<file path="config.mk">
export PLATFORM = sky130hd
export DESIGN_NAME = prog_counter_paged
export DESIGN_NICKNAME = d
export VERILOG_FILES = /design/src/rtl/pcs_pkg.sv /design/src/rtl/pcs_ctrl.sv /design/src/rtl/pcs_datapath.sv /design/src/rtl/prog_counter_paged.sv
export SDC_FILE = /design/constraint.sdc
export NUM_CORES = 1
export LEC_CHECK = 0
export ABC_CLOCK_PERIOD_IN_PS = 2900
export CAP_MARGIN = 25
export CORE_MARGIN = 3
export CORE_UTILIZATION = 55
export CTS_BUF_LIST = sky130_fd_sc_hd__clkbuf_8
export DETAILED_ROUTE_END_ITERATION = 8
export HOLD_SLACK_MARGIN = 0.12
export PLACE_DENSITY = 0.75
export SETUP_SLACK_MARGIN = 0.05
export SKIP_CTS_REPAIR_TIMING = 1
export SYNTH_ARGS = -nofsm -noshare
export SYNTH_HDL_FRONTEND = slang
export SYNTH_SLANG_ARGS = --single-unit
</file>
<file path="constraint.sdc">
create_clock -name clk -period 2.9 [get_ports clk]
set_input_delay 0.58 -clock clk [delete_from_list [all_inputs] [get_ports clk]]
set_output_delay 0.58 -clock clk [all_outputs]
set_load 0.02 [all_outputs]
</file>
<file path="src/rtl/pcs_pkg.sv">
package pcs_pkg;
  typedef struct packed {
    logic push;
    logic pop;
    logic loadTarget;
    logic loadVector;
    logic inc;
  } pcStrobe_t;
endpackage

</file>
<file path="src/rtl/pcs_ctrl.sv">
module pcs_ctrl
  import pcs_pkg::*;
(
  input  logic      clk,
  input  logic      rstN,
  input  logic      advance,
  input  logic      jumpEn,
  input  logic      callEn,
  input  logic      retEn,
  input  logic      retLitEn,
  input  logic      retIntEn,
  input  logic      intEnter,
  output pcStrobe_t strb,
  output logic      intRetFlag
);
  logic anyRet;
  logic retIntTaken;

  assign anyRet = retEn | retLitEn | retIntEn;

  // Fixed priority: interrupt, call, jump, return, advance
  always_comb begin
    strb = '0;
    if (intEnter) begin
      strb.push       = 1'b1;
      strb.loadVector = 1'b1;
    end else if (callEn) begin
      strb.push       = 1'b1;
      strb.loadTarget = 1'b1;
    end else if (jumpEn) begin
      strb.loadTarget = 1'b1;
    end else if (anyRet) begin
      strb.pop = 1'b1;
    end else if (advance) begin
      strb.inc = 1'b1;
    end
  end

  assign retIntTaken = retIntEn & ~(intEnter | callEn | jumpEn);

  always_ff @(posedge clk or negedge rstN) begin
    if (!rstN) intRetFlag <= 1'b0;
    else       intRetFlag <= retIntTaken;
  end

  // at most one kind of address load per cycle
  a_r8_one_load: assert property (@(posedge clk) disable iff (!rstN)
    $onehot0({strb.loadTarget, strb.loadVector, strb.pop, strb.inc}));
  // a push never coincides with a pop
  a_r8_no_push_pop: assert property (@(posedge clk) disable iff (!rstN)
    strb.push |-> !strb.pop);
  // the flag only follows a cycle in which a pop was issued
  a_r7_flag_after_pop: assert property (@(posedge clk) disable iff (!rstN)
    intRetFlag |-> $past(strb.pop));
endmodule

</file>
<file path="src/rtl/pcs_datapath.sv">
module pcs_datapath
  import pcs_pkg::*;
#(
  parameter int PW    = 11,
  parameter int DEPTH = 8,
  parameter logic [PW-1:0] VEC = 11'h003
) (
  input  logic            clk,
  input  logic            rstN,
  input  pcStrobe_t       strb,
  input  logic [PW-2:0]   target,
  input  logic            pageSel,
  output logic [PW-1:0]   pc
);
  localparam int SPW = $clog2(DEPTH);

  logic [PW-1:0]  stackMem [DEPTH];
  logic [SPW-1:0] sp;
  logic [SPW-1:0] spDec;
  logic [PW-1:0]  pcSeq;
  logic [PW-1:0]  pcNext;

  assign spDec = sp - SPW'(1);
  assign pcSeq = pc + PW'(1);

  always_comb begin
    if (strb.loadVector)      pcNext = VEC;
    else if (strb.loadTarget) pcNext = {pageSel, target};
    else if (strb.pop)        pcNext = stackMem[spDec];
    else if (strb.inc)        pcNext = pcSeq;
    else                      pcNext = pc;
  end

  always_ff @(posedge clk or negedge rstN) begin
    if (!rstN) begin
      pc <= '0;
      sp <= '0;
      for (int i = 0; i < DEPTH; i++) stackMem[i] <= '0;
    end else begin
      pc <= pcNext;
      if (strb.push) begin
        stackMem[sp] <= pcSeq;
        sp <= sp + SPW'(1);
      end else if (strb.pop) begin
        sp <= spDec;
      end
    end
  end

  // a sequential step adds one, with wrap
  a_r2_step: assert property (@(posedge clk) disable iff (!rstN)
    strb.inc |=> pc == $past(pc) + PW'(1));
  // a target load follows the page bit and the in-page target
  a_r3_target: assert property (@(posedge clk) disable iff (!rstN)
    strb.loadTarget |=> pc == {$past(pageSel), $past(target)});
  // interrupt entry lands on the vector
  a_r6_vector: assert property (@(posedge clk) disable iff (!rstN)
    strb.loadVector |=> pc == VEC);
  // a push moves the ring pointer forward by one
  a_r9_ring_push: assert property (@(posedge clk) disable iff (!rstN)
    strb.push |=> sp == $past(sp) + SPW'(1));
  // with no strobe the address holds
  a_r8_hold: assert property (@(posedge clk) disable iff (!rstN)
    (strb == '0) |=> $stable(pc));
endmodule

</file>
<file path="src/rtl/prog_counter_paged.sv">
module prog_counter_paged
  import pcs_pkg::*;
#(
  parameter int PW    = 11,
  parameter int DEPTH = 8,
  parameter logic [PW-1:0] VEC = 11'h003
) (
  input  logic          clk,
  input  logic          rstN,
  input  logic          advance,
  input  logic          jumpEn,
  input  logic          callEn,
  input  logic [PW-2:0] target,
  input  logic          pageSel,
  input  logic          retEn,
  input  logic          retLitEn,
  input  logic          retIntEn,
  input  logic          intEnter,
  output logic [PW-1:0] fetchAddr,
  output logic          intRetFlag
);
  pcStrobe_t strb;

  pcs_ctrl u_ctrl (
    .clk(clk), .rstN(rstN), .advance(advance), .jumpEn(jumpEn),
    .callEn(callEn), .retEn(retEn), .retLitEn(retLitEn),
    .retIntEn(retIntEn), .intEnter(intEnter), .strb(strb),
    .intRetFlag(intRetFlag)
  );

  pcs_datapath #(.PW(PW), .DEPTH(DEPTH), .VEC(VEC)) u_dp (
    .clk(clk), .rstN(rstN), .strb(strb), .target(target),
    .pageSel(pageSel), .pc(fetchAddr)
  );
endmodule

</file>
Yosys cells after proc, flatten, opt, wreduce, memory -nomap -nowiden
Index checks and enable logic that the tools add are counted.

storage, ports and cells
  output and inout bits = 12
  register bits after elaboration = 103
  bits of input ports = 20
  logic and storage cells = 54

operators by class
  reduce and logical (&&, ||, !) cells = 3
  order comparisons = 3
  mux-type cells = 26
  bitwise gates (word level) = 8
  add/sub/neg operators = 3

operators with widths
  kind                                                      number
  bitwise mux 88 bit                                        1
  two-way mux 11 bit                                        7
  binary-select mux 11 bit (select 3 bit)                   1
  demux 11 bit (select 3 bit)                               1
  two-way mux 1 bit                                         13
  adder 11 x 1 -> 11 bit, second input constant             1
  greater-or-equal comparator 4 bit, second input constant  2
  inverter 3 -> 4 bit                                       2
  two-way mux 3 bit                                         2
  < comparator 4 x 1 -> 1 bit, second input constant        1
  OR 1 bit                                                  4
  nonzero test 4 bit                                        1
  adder 3 x 1 -> 3 bit, second input constant               1
  subtractor 3 x 1 -> 3 bit, second input constant          1
  two-way mux 2 bit                                         1
  nonzero test 2 bit                                        1
  bitwise AND 1 bit                                         1
  logical AND 1 bit                                         1
  inverter 1 bit                                            1

Longest topological paths before layout
  depth after elaboration = 10
  gate-level depth with buffers = 13
  mapped depth without buffers = 7

Hierarchy
A second synthesis with hierarchy kept.

second synthesis, totals
  cell total of the unflattened synthesis = 459
  area total of the unflattened synthesis = 4952.2 µm²

by module, submodules not included
  module        area an instance (µm²)  seq. area each (µm²)  instances  cells each
  pcs_datapath  4865.9                  2552.4                1          449
  pcs_ctrl      86.3                    25.0                  1          10

Least setup slack after synthesis
No wires, ideal clock.

  path kind = register -> register
  from = register u_dp.sp[0]
  to = register u_dp.pc[1]
  arrival time = 2.406 ns
  path slack = 0.368 ns
  library setup time = 0.126 ns
  stages on the path, launching flop included = 13
  data required time = 2.774 ns
  buffers on the path = 6
  period minus slack after synthesis = 2.532 ns
  cells stage by stage = dfrtp_1 buf_6 buf_6 buf_2 inv_1 ha_1 buf_4 buf_6 buf_6 mux4_2 mux2i_1 nand2_1 a221o_1

on the way
  cells in the longest elaborated chain, start to end = 8

ends and longest elaborated chain
  element                                                line                RTL
  start, declared                                        pcs_datapath.sv:18  logic [SPW-1:0] sp;
  start signal, assigned                                 pcs_datapath.sv:43  sp <= sp + SPW'(1);
  start signal, assigned                                 pcs_datapath.sv:45  sp <= spDec;
  subtractor 3 x 1 -> 3 bit                              pcs_datapath.sv:23  assign spDec = sp - SPW'(1);
  via u_dp.spDec[0]                                      pcs_datapath.sv:19  logic [SPW-1:0] spDec;
  inverter 3 -> 4 bit (implied by the code)              pcs_datapath.sv:29  else if (strb.pop) pcNext = stackMem[spDec];
  binary-select mux 11 bit (select 3 bit)                pcs_datapath.sv:29
  two-way mux 11 bit (implied by the code) (2 in a row)  pcs_datapath.sv:29
  two-way mux 11 bit                                     pcs_datapath.sv:29
  two-way mux 11 bit                                     pcs_datapath.sv:28  else if (strb.loadTarget) pcNext = {pageSel, target};
  two-way mux 11 bit                                     pcs_datapath.sv:27  if (strb.loadVector) pcNext = VEC;
  end signal, assigned                                   pcs_datapath.sv:40  pc <= pcNext;
  end, declared                                          pcs_datapath.sv:13  output logic [PW-1:0] pc

The timed path passes the listed nets, and every way through them passes these cells. The select of a mux whose other input is x is not followed.
A chain may end at the register's enable or synchronous reset.

Final worst setup path
  from = register u_dp.sp[1]
  to = register u_dp.pc[10]

on the way
  cells in the longest elaborated chain, start to end = 8

ends and longest elaborated chain
  element                                                line
  subtractor 3 x 1 -> 3 bit                              pcs_datapath.sv:23
  inverter 3 -> 4 bit (implied by the code)              pcs_datapath.sv:29
  binary-select mux 11 bit (select 3 bit)                pcs_datapath.sv:29
  two-way mux 11 bit (implied by the code) (2 in a row)  pcs_datapath.sv:29
  two-way mux 11 bit                                     pcs_datapath.sv:29
  two-way mux 11 bit                                     pcs_datapath.sv:28
  two-way mux 11 bit                                     pcs_datapath.sv:27

No other way between the ends. The select of a mux whose other input is x is not followed.

==> metrics.log <==
[metrics] largest net degree at the start of global routing: 64
[metrics] clock sink total: approximately 100
[metrics] core utilization of the finished layout: between 60% and 70%
[metrics] async set-or-reset flop fraction in the synthesized netlist: 100%
[metrics] Clock Path Buffers: 2
[metrics] total power density per cell area: 1140 nW/um^2
[metrics] Worst Setup Slack post-DPL: 0.434 ns
[metrics] worst-path cell chain: inv_1 > ha_1 > buf_4 > mux4_2 > a221oi_1 > o211a_1 > nor3_1
[metrics] final-report hold violation count: 0
[metrics] Yosys Warn Count: 0
[metrics] H-tree levels: 3
[metrics] final-layout setup total negative slack: 0 ns
[metrics] Final Cell Area: around 5600 sq um
[metrics] fraction of layout instances using a drive strength above 1: 15.6%
[metrics] top post-synthesis cells by area: dfrtp_1 52%, mux4_2 10%, a21oi_1 6.2%, nor2_1 4.2%, nand2_1 3.8%
[metrics] number of remaining DRC errors: 0
[metrics] setup-violating endpoint count in the final report: 0
[metrics] status: complete, no violations
[metrics] total power consumption of the routed design: 6360 uW
[metrics] family with the most delay on the worst path: multiplexers
[metrics] max_slew headroom: between 50 and 60%
[metrics] master of the slowest instance on the critical path: mux4_2
[metrics] Core Rows: 34
[metrics] crit path time final: 2.46 ns
[metrics] endpoint type of the worst setup path: flip-flop
[metrics] area of the core region: 8720 sq um
[metrics] Detail Route Antenna Nets: 0
[metrics] number of enable flip-flop cells after synthesis: 0
[metrics] detailed placement HPWL: approximately 7800 um
[metrics] starting utilization of the core area: 56.8%
[metrics] number of antenna violations at the first check in global routing: 0
[metrics] clock root buffer master: clkbuf_8
[metrics] number of ports placed on the die boundary: 32
[metrics] total nets after synthesis: 486
[metrics] most common library cells after synthesis: 103 x dfrtp_1, 61 x a21oi_1, 56 x nor2_1
[metrics] Hold Path Class: in2async
[metrics] number of violations of the max-capacitance limit: 0
[metrics] horizontal die dimension: 101 um
[metrics] average footprint of a synthesized cell: around 11 sq um
[metrics] count leader, synth: dfrtp_1
[metrics] Total Die Area: 10200 sq um
[metrics] FMAX: 407 MHz
[metrics] share of Yosys cell area claimed by the top area cell type: 52.0%
[metrics] synth unique cells: 38
[metrics] transition time at the pin with the least slew margin: between 0.7 and 0.8 ns
[metrics] setup repair after global routing missed its margin: no
[metrics] maximum single-stage delay on the critical path: 0.56 ns
[metrics] clock buffers created by TritonCTS: 9
[metrics] startpoint type of the worst setup path: flip-flop
[metrics] aggregate global routing overflow: 0
[metrics] FF-to-FF End: u_dp.pc[10]$_DFFE_PN0P_
[metrics] Final Skew: 0.0157 ns
[metrics] flop and latch count out of synthesis: 103
[metrics] clock input transition at the sequential cells of the worst setup and hold paths: 0.10 ns
[metrics] Cells after Synth: 463
[metrics] Total GRT Usage: about a quarter
[metrics] signal arrival time at the worst endpoint: 2.71 ns
[metrics] number of slew-limit violations in the final report: 0
[metrics] DR WL/cell: 19.2 um
[metrics] Antenna Diode Count: 0
[metrics] total cell area at the placement stage: 5390 sq um
[metrics] vertical die dimension: 101 um
[metrics] Filler cells: 654
[metrics] routability-driven placement congestion ratio: 0.893
[metrics] start point of the critical path: u_dp.sp[1]$_DFFE_PN0P_
[metrics] fraction of the yosys area taken by sequential cells: between 50% and 60%
[metrics] setup slack of the worst register-to-register path: 0.44 ns
[metrics] overall routed net length: 11600 um
[metrics] setup slack of the critical path after layout: 0.444 ns
[metrics] clock insertion delay at the later pin of the skew report: 0.38 ns
[metrics] I/O Buffers: 31
[metrics] data required time of the worst path: 3.16 ns
[metrics] Peak VDD IR: approximately 0.00045 V
[metrics] length of the first detailed-routing pass in iterations: 4
[metrics] via count of the first global-routing pass: 3578
[metrics] startpoint of the worst-slack reg-to-reg timing path: u_dp.sp[1]$_DFFE_PN0P_
[metrics] DR iter-0 viols: 304
[metrics] # nets final: 514
[metrics] final cycle utilization of the critical path: a little over four fifths
[metrics] wire length of the first global-routing pass: 19000 um
[metrics] CP Max Fanout: 14
[metrics] leakage power figure: between 0.002 and 0.0025 uW
[metrics] total vias in the final route: 3700
[metrics] combined area of all synthesized cells: 4960 sq um
[metrics] worst setup path class: reg2reg
[metrics] buffer and inverter count on the worst path: 2
[metrics] cell taking the most area after synthesis: dfrtp_1
[metrics] primary flip-flop cell chosen by synthesis mapping: dfrtp_1
[metrics] number of vias per cell: between 6 and 7
[metrics] P&R area growth vs syn: 12.3%
[metrics] CTS tree: yes
[metrics] R2R cell count: 7
-- per-stage QoR --
stage / std cells / hold WS, ns
2_1_floorplan: 463 / 0.284
3_3_place_gp: 588 / 0.457
3_5_place_dp: 588 / 0.469
4_1_cts: 603 / 0.184
5_1_grt: 603 / 0.207
6_report: 603 / 0.166
-- per-layer routing --
metal / share of wire, % / GRT usage (%) / up-vias
li1: - / - / 1684
met1: 44 / 35.2 / 1834
met2: 44 / 35.9 / 161
met3: 9.3 / 6.30 / 21
met4: 2.8 / 9.61 / 0
met5: 0 / 0 / -
-- kinds of logic (layout without fill, tap and decap cells) --
group	Yosys count	in the layout	synth area share, %
simple gates	150	150	13.3
compound gates	109	109	12.1
flops	103	103	52.0
buf+inv	42	74	4.34
mux	41	41	14.1
xor+xnor	15	15	3.41
fa+ha+maj	3	3	0.757
-- registers in the layout, indices dropped and copies added, names as in the netlist --
register           flops
u_dp.sp                3
u_dp.stackMem         88
u_dp.pc               11
u_ctrl.intRetFlag      1
-- cells in the final DEF (no fill, tap or decap), types with 8 or more instances in the layout --
cell             synthesis  routed
dfrtp_1                103     103
a21oi_1                 61      61
nor2_1                  56      56
nand2_1                 50      50
o21ai_0                 36      36
clkdlybuf4s50_1          0      30
mux4_2                  22      22
buf_4                    2      20
nand3_1                 11      11
xor2_1                  11      11
mux2_2                  10      10
and3_1                   9       9
mux2i_1                  9       9
clkbuf_8                 0       9
inv_1                    8       8
nor3_1                  10       8
-- final cells by class --
type                            instances  area [sq um]  area share, %
Clock buffer                            9           124           2.23
Clock inverter                          6          55.1          0.989
Inverter                                8          30.0          0.539
Multi-Input combinational cell        318          2170           39.1
Sequential cell                       103          2580           46.3
Tap cell                              108           135           2.43
Timing Repair Buffer                   51           470           8.45
-- where the power goes --
| part | switching (uW) | internal, uW |
|---|---|---|
| Clock | 528 | 323 |
| Sequential | 399 | 2060 |
| Combinational | 1550 | 1490 |
-- worst max-delay path by stage --
stage	to	cells after the start	slack, ns
2_1_floorplan	u_dp.pc[1]$_DFFE_PN0P_	12	0.37
3_3_place_gp	u_dp.pc[10]$_DFFE_PN0P_	6	0.50
3_5_place_dp	u_dp.pc[8]$_DFFE_PN0P_	5	0.43
4_1_cts	u_dp.pc[10]$_DFFE_PN0P_	7	0.46
5_1_grt	u_dp.pc[10]$_DFFE_PN0P_	7	0.29
6_report	u_dp.pc[10]$_DFFE_PN0P_	7	0.44
Note: power is estimated with default switching activity, not from simulation.
